<file path="src/rtl/prst_pkg.sv">
package prst_pkg;

    localparam int BLK_W   = 64;
    localparam int KEY_W   = 128;
    localparam int NROUNDS = 31;
    localparam int RC_W    = 5;
    localparam int RC_LO   = 62;   // round counter is XORed into key bits RC_LO+RC_W-1..RC_LO
    localparam int NIB     = 4;

    typedef enum logic [1:0] {
        PH_IDLE,
        PH_COLLECT,
        PH_RUN
    } phase_e;

    typedef enum logic [1:0] {
        JOB_SCRAMBLE,
        JOB_CHUNK,
        JOB_FINAL
    } job_e;

    function automatic logic [NIB-1:0] sbox4(input logic [NIB-1:0] x);
        logic [NIB-1:0] y;
        case (x)
            4'h0: y = 4'hC;
            4'h1: y = 4'h5;
            4'h2: y = 4'h6;
            4'h3: y = 4'hB;
            4'h4: y = 4'h9;
            4'h5: y = 4'h0;
            4'h6: y = 4'hA;
            4'h7: y = 4'hD;
            4'h8: y = 4'h3;
            4'h9: y = 4'hE;
            4'hA: y = 4'hF;
            4'hB: y = 4'h8;
            4'hC: y = 4'h4;
            4'hD: y = 4'h7;
            4'hE: y = 4'h1;
            default: y = 4'h2;
        endcase
        return y;
    endfunction

endpackage

</file>
<file path="src/rtl/prst_sbox_layer.sv">
module prst_sbox_layer #(
    parameter int W = 64
) (
    input  logic [W-1:0] d_i,
    output logic [W-1:0] q_o
);
    localparam int NNIB = W / prst_pkg::NIB;

    for (genvar g = 0; g < NNIB; g++) begin : g_nib
        assign q_o[g*prst_pkg::NIB +: prst_pkg::NIB] =
            prst_pkg::sbox4(d_i[g*prst_pkg::NIB +: prst_pkg::NIB]);
    end
endmodule

</file>
<file path="src/rtl/prst_round.sv">
module prst_round #(
    parameter int BLK_W = prst_pkg::BLK_W,
    parameter int KEY_W = prst_pkg::KEY_W,
    parameter int RC_W  = prst_pkg::RC_W,
    parameter int RC_LO = prst_pkg::RC_LO
) (
    input  logic [BLK_W-1:0] st_i,
    input  logic [KEY_W-1:0] rk_i,
    input  logic [RC_W-1:0]  rc_i,
    output logic [BLK_W-1:0] st_o,
    output logic [KEY_W-1:0] rk_o,
    output logic [BLK_W-1:0] ct_o
);
    localparam int QW  = BLK_W / 4;
    localparam int ROT = 61;

    logic [BLK_W-1:0] mixed;
    logic [BLK_W-1:0] subst;
    logic [KEY_W-1:0] rot;

    assign mixed = st_i ^ rk_i[KEY_W-1 -: BLK_W];

    prst_sbox_layer #(.W(BLK_W)) u_sbox (
        .d_i (mixed),
        .q_o (subst)
    );

    // bit permutation: bit i moves to position QW*(i mod 4) + i/4
    for (genvar i = 0; i < BLK_W; i++) begin : g_perm
        assign st_o[QW*(i%4) + (i/4)] = subst[i];
    end

    always_comb begin
        rot  = {rk_i[KEY_W-ROT-1:0], rk_i[KEY_W-1:KEY_W-ROT]};
        rk_o = rot;
        rk_o[KEY_W-1 -: prst_pkg::NIB]              = prst_pkg::sbox4(rot[KEY_W-1 -: prst_pkg::NIB]);
        rk_o[KEY_W-1-prst_pkg::NIB -: prst_pkg::NIB] =
            prst_pkg::sbox4(rot[KEY_W-1-prst_pkg::NIB -: prst_pkg::NIB]);
        rk_o[RC_LO +: RC_W] = rot[RC_LO +: RC_W] ^ rc_i;
    end

    assign ct_o = st_o ^ rk_o[KEY_W-1 -: BLK_W];
endmodule

</file>
<file path="src/rtl/prst_digest.sv">
module prst_digest
    import prst_pkg::*;
(
    input  logic             clk,
    input  logic             rst,
    input  logic             start_i,
    input  logic             scramble_i,
    input  logic [BLK_W-1:0] blk_i,
    input  logic [KEY_W-1:0] key_i,
    input  logic [BLK_W-1:0] data_i,
    input  logic             data_valid_i,
    input  logic             data_last_i,
    output logic             data_ready_o,
    output logic [BLK_W-1:0] digest_o,
    output logic             done_o
);
    localparam logic [RC_W-1:0] RC_LAST = RC_W'(NROUNDS);
    localparam int              PAD_W   = KEY_W - BLK_W;

    phase_e           phase;
    job_e             job;
    logic [BLK_W-1:0] chain;
    logic [BLK_W-1:0] st;
    logic [KEY_W-1:0] rk;
    logic [RC_W-1:0]  rc;
    logic [BLK_W-1:0] lo_half;
    logic             half_sel;
    logic             last_seen;
    logic [KEY_W-1:0] fconst;

    logic [BLK_W-1:0] rnd_st;
    logic [KEY_W-1:0] rnd_rk;
    logic [BLK_W-1:0] rnd_ct;

    prst_round u_round (
        .st_i (st),
        .rk_i (rk),
        .rc_i (rc),
        .st_o (rnd_st),
        .rk_o (rnd_rk),
        .ct_o (rnd_ct)
    );

    assign data_ready_o = (phase == PH_COLLECT);

    always_ff @(posedge clk) begin
        if (rst) begin
            phase     <= PH_IDLE;
            job       <= JOB_SCRAMBLE;
            chain     <= '0;
            st        <= '0;
            rk        <= '0;
            rc        <= '0;
            lo_half   <= '0;
            half_sel  <= 1'b0;
            last_seen <= 1'b0;
            fconst    <= '0;
            digest_o  <= '0;
            done_o    <= 1'b0;
        end else begin
            done_o <= 1'b0;
            case (phase)
                PH_IDLE: begin
                    if (start_i) begin
                        chain    <= blk_i;
                        st       <= blk_i;
                        fconst   <= key_i;
                        half_sel <= 1'b0;
                        if (scramble_i) begin
                            rk    <= key_i;
                            rc    <= RC_W'(1);
                            job   <= JOB_SCRAMBLE;
                            phase <= PH_RUN;
                        end else begin
                            phase <= PH_COLLECT;
                        end
                    end
                end
                PH_COLLECT: begin
                    if (data_valid_i) begin
                        if (!half_sel && !data_last_i) begin
                            lo_half  <= data_i;
                            half_sel <= 1'b1;
                        end else begin
                            rk        <= half_sel ? {data_i, lo_half} : {{PAD_W{1'b0}}, data_i};
                            st        <= chain;
                            rc        <= RC_W'(1);
                            job       <= JOB_CHUNK;
                            last_seen <= data_last_i;
                            half_sel  <= 1'b0;
                            phase     <= PH_RUN;
                        end
                    end
                end
                PH_RUN: begin
                    st <= rnd_st;
                    rk <= rnd_rk;
                    rc <= rc + RC_W'(1);
                    if (rc == RC_LAST) begin
                        case (job)
                            JOB_SCRAMBLE: begin
                                digest_o <= rnd_ct;
                                done_o   <= 1'b1;
                                phase    <= PH_IDLE;
                            end
                            JOB_CHUNK: begin
                                chain <= rnd_ct ^ chain;
                                if (last_seen) begin
                                    st    <= rnd_ct ^ chain;
                                    rk    <= fconst;
                                    rc    <= RC_W'(1);
                                    job   <= JOB_FINAL;
                                end else begin
                                    phase <= PH_COLLECT;
                                end
                            end
                            default: begin
                                digest_o <= rnd_ct ^ chain;
                                done_o   <= 1'b1;
                                phase    <= PH_IDLE;
                            end
                        endcase
                    end
                end
                default: phase <= PH_IDLE;
            endcase
        end
    end


    done_pulse_chk: assert property (@(posedge clk) disable iff (rst)
        done_o |=> !done_o);


    digest_hold_chk: assert property (@(posedge clk) disable iff (rst)
        !done_o |-> $stable(digest_o));


    round_step_chk: assert property (@(posedge clk) disable iff (rst)
        (phase == PH_RUN && rc != RC_LAST) |=> (rc == $past(rc) + RC_W'(1)));


    chunk_close_chk: assert property (@(posedge clk) disable iff (rst)
        (data_valid_i && data_ready_o && (half_sel || data_last_i)) |=> !data_ready_o);


    chain_idle_chk: assert property (@(posedge clk) disable iff (rst)
        (phase == PH_COLLECT && !data_valid_i) |=> $stable(chain));

endmodule

</file>
<file path="config.mk">
export PLATFORM = sky130hd
export DESIGN_NAME = prst_digest
export DESIGN_NICKNAME = d
export VERILOG_FILES = /design/src/rtl/prst_pkg.sv /design/src/rtl/prst_sbox_layer.sv /design/src/rtl/prst_round.sv /design/src/rtl/prst_digest.sv
export SDC_FILE = /design/constraint.sdc
export NUM_CORES = 2
export LEC_CHECK = 0
export BUFFER_PORTS_ARGS = -buffer_cell sky130_fd_sc_hd__buf_4
export CORE_MARGIN = 8
export CORE_UTILIZATION = 40
export DETAILED_ROUTE_END_ITERATION = 6
export SKIP_CTS_REPAIR_TIMING = 1
export SLEW_MARGIN = 5
export SYNTH_ARGS = -nofsm -noshare
export SYNTH_HDL_FRONTEND = slang
export SYNTH_SLANG_ARGS = --single-unit
export TNS_END_PERCENT = 20
</file>
<file path="constraint.sdc">
create_clock -name clk -period 4.6 [get_ports clk]
set_input_delay 0.92 -clock clk [delete_from_list [all_inputs] [get_ports clk]]
set_output_delay 0.92 -clock clk [all_outputs]
set_load 0.005 [all_outputs]
</file>
## Yosys cells after proc, flatten, opt, wreduce, memory -nomap -nowiden

Memory sizes are Yosys's and may differ from the RTL's. A register that Yosys moved wholly into a read port is not among the register bits.
Cells that the tools add are included.

- Bits in registers: 524
- ROM bits: 1152
- Logic and storage cells: 123
- Input bits: 262
- Memories: 18

- Eq/ne operators: 12
- Mux-type cells: 53
- Bitwise gates (word level): 8
- Reductions and logical operators: 19
- $add $sub $neg: 1

Memory list:

| name | depth | width | read ports | clocked after Yosys merged registers in | write ports | RTL line | RTL |
|---|---|---|---|---|---|---|---|
| (no name shown) | 16 | 4 | 1 | 1 | 0 | prst_pkg.sv:24 | `case (x)` |
| (no name shown) | 16 | 4 | 1 | 1 | 0 | prst_pkg.sv:24 |  |
| (no name shown) | 16 | 4 | 1 | 0 | 0 | prst_pkg.sv:24 |  |
| (no name shown) | 16 | 4 | 1 | 0 | 0 | prst_pkg.sv:24 |  |
| (no name shown) | 16 | 4 | 1 | 0 | 0 | prst_pkg.sv:24 |  |
| (no name shown) | 16 | 4 | 1 | 0 | 0 | prst_pkg.sv:24 |  |
| 12 more memories | n/a | n/a | n/a | n/a | n/a | n/a |  |

Operators by type and width:

| cell | number |
|---|---|
| 2-to-1 mux 128 bit | 8 |
| 2-to-1 mux 64 bit | 8 |
| one-hot mux 128 bit (3 select lines) | 1 |
| one-hot mux 64 bit (2 select lines) | 2 |
| one-hot mux 64 bit (3 select lines) | 1 |
| bitwise XOR 64 bit | 3 |
| 2-to-1 mux 5 bit | 7 |
| 2-to-1 mux 2 bit | 14 |
| 2-to-1 mux 4 bit | 4 |
| one-hot mux 5 bit (3 select lines) | 1 |
| inequality test 2 bit, second input constant | 7 |
| one-hot mux 2 bit (3 select lines) | 2 |
| AND reduction 3 bit | 4 |
| AND reduction 5 bit | 2 |
| AND reduction 4 bit | 2 |
| AND reduction 8 bit | 1 |
| adder 5 x 1 -> 5 bit, second input constant | 1 |
| equality test 5 bit, second input constant | 1 |
| bitwise XOR 5 bit | 1 |
| equality test 2 x 1 -> 1 bit, second input constant | 2 |
| logical NOT 2 bit | 2 |
| 2-to-1 mux 1 bit | 4 |
| NOT 1 bit | 4 |
| nonzero test 2 bit | 2 |
| other kinds (8) | 9 |

## Longest topological paths before layout

An unclocked memory read counts as a cell.

- Depth in word-level cells: 8
- Depth in mapped cells: 13
- Gate-level depth less buffers: 12

## Cells and area by module

A second synthesis with hierarchy kept.

- Cells, all modules: 4084
- Area, all modules: 33270.7 µm²

By module, submodules not included:

| module | cells an instance | seq. area each (µm²) | area an instance (µm²) | times used |
|---|---|---|---|---|
| prst_digest | 3503 | 10490.1 | 27919.3 | 1 |
| prst_sbox_layer | 288 | 0.0 | 2931.6 | 1 |
| prst_round | 293 | 0.0 | 2419.8 | 1 |

## Least setup slack after synthesis

Ideal clock, no wire load.

- Path kind: input -> register
- From: input data_valid_i
- To: register, netlist name u_round.rk_o[122]
- Buffers on the path: 2
- Data arrival time: 2.817 ns
- Setup time: 0.116 ns
- Path slack: 1.667 ns
- Stages: 10
- Required time: 4.484 ns
- Path through: buf_2 -> o21a_1 -> o211a_1 -> clkbuf_1 -> nor2_1 -> a32oi_1 -> inv_1 -> ha_1 -> or3b_1 -> o211a_1

- Word-level cells in the longest chain between the ends: 4

RTL lines:

| what | RTL line | RTL |
|---|---|---|
| start, declared | prst_digest.sv:11 | `input logic data_valid_i,` |
| inequality test 2 bit (no line) | n/a |  |
| AND reduction 5 bit (no line) | n/a |  |
| 2-to-1 mux 4 bit (no line) (2 in series) | n/a |  |

Every way passes these cells.
A chain may end at the register's enable or synchronous reset.

## Worst setup path after layout

- From: register rc[0]
- To: register rk[14]

- Word-level cells in the longest chain between the ends: 3

RTL lines:

| what | RTL line | RTL |
|---|---|---|
| start, declared | prst_digest.sv:25 | `logic [RC_W-1:0] rc;` |
| start signal, assigned | prst_digest.sv:98 | `rc <= rc + RC_W'(1);` |
| equality test 5 bit | prst_digest.sv:99 | `if (rc == RC_LAST) begin` |
| 2-to-1 mux 128 bit | prst_digest.sv:99 |  |
| one-hot mux 128 bit (3 select lines) | prst_digest.sv:62 | `case (phase)` |
| end signal, assigned | prst_digest.sv:70 | `rk <= key_i;` |
| end signal, assigned | prst_digest.sv:97 | `rk <= rnd_rk;` |
| end signal, assigned | prst_digest.sv:110 | `rk <= fconst;` |
| end, declared | prst_digest.sv:24 | `logic [KEY_W-1:0] rk;` |

Every way passes these cells.

==> run_results.csv <==
group,metric,value,unit
place,hpwl,97.8,mm
worst_setup_path,endpoint_kind,"flop",
place,gp_congestion,0.985,
floorplanning,io_pins,328,
worst_setup_path,rr_startpoint,"rc[0]",
routing,wl,140,mm
global_route,grt_remaining_overflow,0,
synthesis,ys_seq_elements,532,
synthesis,synth_area,33400,um2
sta,slew_viol_final,0,
layout,seq_area,10700,um2
sta,tns,0,ns
min_path,whs_endpoint,"fconst[48]",
synthesis,synth_cell_types,87,
min_path,min_from,"fconst[48]",
place,portBuffers,327,
worst_setup_path,criticalPathCategory,"reg -> reg",
sta,relSlewSlack,19.0,%
clock_tree,clock-sinks,532,
worst_setup_path,crit_top_cell,"ha_1",
clock_tree,numCtsBuffers,61,
clock_tree,clock-root-buffer,"clkbuf_16",
synthesis,synth_edf_count,0,
layout,final_nets,4630,
clock_tree,htreeDepth,2,
min_path,min_path_cells,2,
place,place_area,36400,um2
clock_tree,cts.clk_slew.worst_paths,0.06,ns
clock_tree,cts_tree,"built",
global_route,grt_pass1_vias,30400,
pwr,max-vdd-ir-drop,0.000574,V
synthesis,synth_top_area_cell,"dfxtp_1",
clock_tree,clock_latency,0.68,ns
worst_setup_path,start_kind,"flop",
worst_setup_path,cp_cell_sequence,"ha_1, and3_1, ha_1, and4b_1, nor2_4, buf_12, a222oi_1, a211oi_1, a21oi_1, nor2_1",
worst_setup_path,cp.arrival,4.19,ns
global_route,grt_max_degree,218,
routing,drc,0,
floorplanning,core-area,83200,um2
synthesis,yosysSeqAreaShare,31.9,%
sta,period_share,78.8,%
worst_setup_path,critPathMaxFanout,121,
floorplanning,rows,106,
sta,period_needed,3.63,ns
worst_setup_path,critPathMaxStageDelay,0.59,ns
sta,max_freq,276,MHz
layout,final_cell_area,38700,um2
worst_setup_path,cp.required,5.16,ns
synthesis,yosysMostFrequentCell,"nand2_1",
synthesis,synthTopCellsByArea,"dfxtp_1, nand2_1, a21oi_1",
routing,drtAntennaViolNets,0,
sta,rsz0062_at_grt,"no",
worst_setup_path,r2r_cells,10,
worst_setup_path,r2r-end,"rk[14]",
routing,vias,33600,
synthesis,synthTopCellsByCount,"nand2_1, dfxtp_1, a21oi_1, clkbuf_1, nor2_1",
clock_tree,clockBufferDepth,3,
global_route,grt_pass1_wl,206,mm
layout,drive_above_1_share,15.7,%
routing,drt_iter0_markers,4043,
routing,drt_pass1_iterations,6,
sta,report.final.setup_viol,0,
floorplanning,fp.dieArea,93100,um2
routing,wl_per_cell,25.8,um
layout,fillers,8205,
global_route,antenna_found_initial,9,
floorplanning,die_h,305,um
layout,multi_input_area,21000,um2
pwr,p_leak,14.4,nW
synthesis,yosysWarningCount,0,
routing,vias_per_cell,6.18,
synthesis,synth-async-reset-ratio,0,%
floorplanning,fp.dieW,305,um
pwr,p_per_area,938,nW/um2
job,cap_violations,0,
synthesis,synth_top_area_share,31.9,%
synthesis,ys.flop_type,"dfxtp_1",
synthesis,synth_area_per_cell,7.85,um2
sta,skew,0.0437,ns
global_route,track_usage,28.4,%
sta,final_hold_viol_count,0,
synthesis,synth.net_count,4583,
worst_setup_path,rrSetupSlack,0.97,ns
status,status,"finished clean",
synthesis,syn_inst,4257,
worst_setup_path,critPathSlowestCell,"nor2_4",
layout,syn2layout_area_growth,15.6,%
sta,worstMarginPinSlew,1.22,ns
floorplanning,start_util,40.2,%
min_path,hold_path_class,"reg -> reg",
==> placed cells by master, fill, tap and decap left out, drive strengths merged, types with 65 or more instances in the layout <==
cell      n
clkbuf   95
mux2i   105
buf     390
nand2   761
o221ai   65
inv      82
a21oi   384
xnor2   201
a211oi  150
dfxtp   532
mux2    103
o21ai   125
nand3   102
nor2    337
a221oi   72
xor2    116
==> cells by family (layout without fill, tap and decap cells) <==
family	count (synthesis)	in the layout	synth area share [%]
other cells	0	5	0
compound gates	1152	1152	23.8
fa+ha+maj	64	64	2.40
simple gates	1476	1476	19.2
buf+inv	488	586	5.61
mux	225	225	7.77
xor+xnor	320	320	9.33
flops	532	532	31.9
==> where the power goes <==
part | internal, mW | switching, mW | total, mW
clock | 3.16 | 2.18 | 5.34
sequential | 5.90 | 2.68 | 8.58
combinational | 8.40 | 13.9 | 22.4
==> layer usage <==
metal  track usage [%]  share of wire [%]  routed length, um
met5                 0             0.0093                 13
met4              10.6                4.1               5780
met3              6.30                 10              14400
met2              41.7                 42              59200
met1              40.2                 43              61100
==> registers in the layout (all words and copies together) (netlist names) <==
name / flops
digest_o: 64
half_sel: 1
lo_half: 64
done_o: 1
rc: 5
phase: 2
st: 64
u_round.rk_o: 8
rk: 128
job: 2
chain: 64
last_seen: 1
fconst: 128
==> metrics by stage <==
| stage | hold slack, ns | instances | worst slack [ns] | util [%] | power [mW] |
|---|---|---|---|---|---|
| 6_report | 0.452 | 5440 | 0.973 | 46.5 | 36.3 |
| 2_1_floorplan | 0.430 | 4257 | 1.67 | - | 23.3 |
| 3_3_place_gp | 0.438 | 5321 | 1.14 | 43.8 | 30.1 |
| 5_1_grt | 0.467 | 5439 | 0.796 | 46.5 | 38.1 |
| 4_1_cts | 0.452 | 5435 | 1.09 | 46.5 | 35.8 |
| 3_5_place_dp | 0.443 | 5321 | 1.11 | 43.8 | 30.4 |
==> layout make-up <==
cell class                 instances  share of cell area [%]
antenna                            5                  0.0324
clock inverter                    19                   0.809
timing repair buffer             390                    8.08
inverter                          82                   0.803
multi-input combinational       3237                    54.3
tap                             1080                    3.50
clock buffer                      95                    4.90
sequential                       532                    27.6
==> how the worst max path moves through the flow <==
stage	from	to	slack (ns)	cells after the start
after floorplan	data_valid_i	u_round.rk_o[122]	1.67	10
after global placement	rc[0]	u_round.rk_o[122]	1.14	10
after detailed placement	rc[0]	u_round.rk_o[122]	1.11	11
after CTS	rc[0]	u_round.rk_o[122]	1.09	11
after global routing	rc[0]	u_round.rk_o[122]	0.80	11
final	rc[0]	rk[14]	0.97	10
==> critical path: cells and delay by family, from the launching register on <==
family                   cells  cell delay [ns]
buffers and inverters        1             0.56
AND/OR/NAND/NOR              4             1.24
adder cells (fa/ha/maj)      2             0.61
AO/OA/AOI/OAI                3             0.58
flip-flops                   1             0.35
Power figures use the tool's default switching activity.
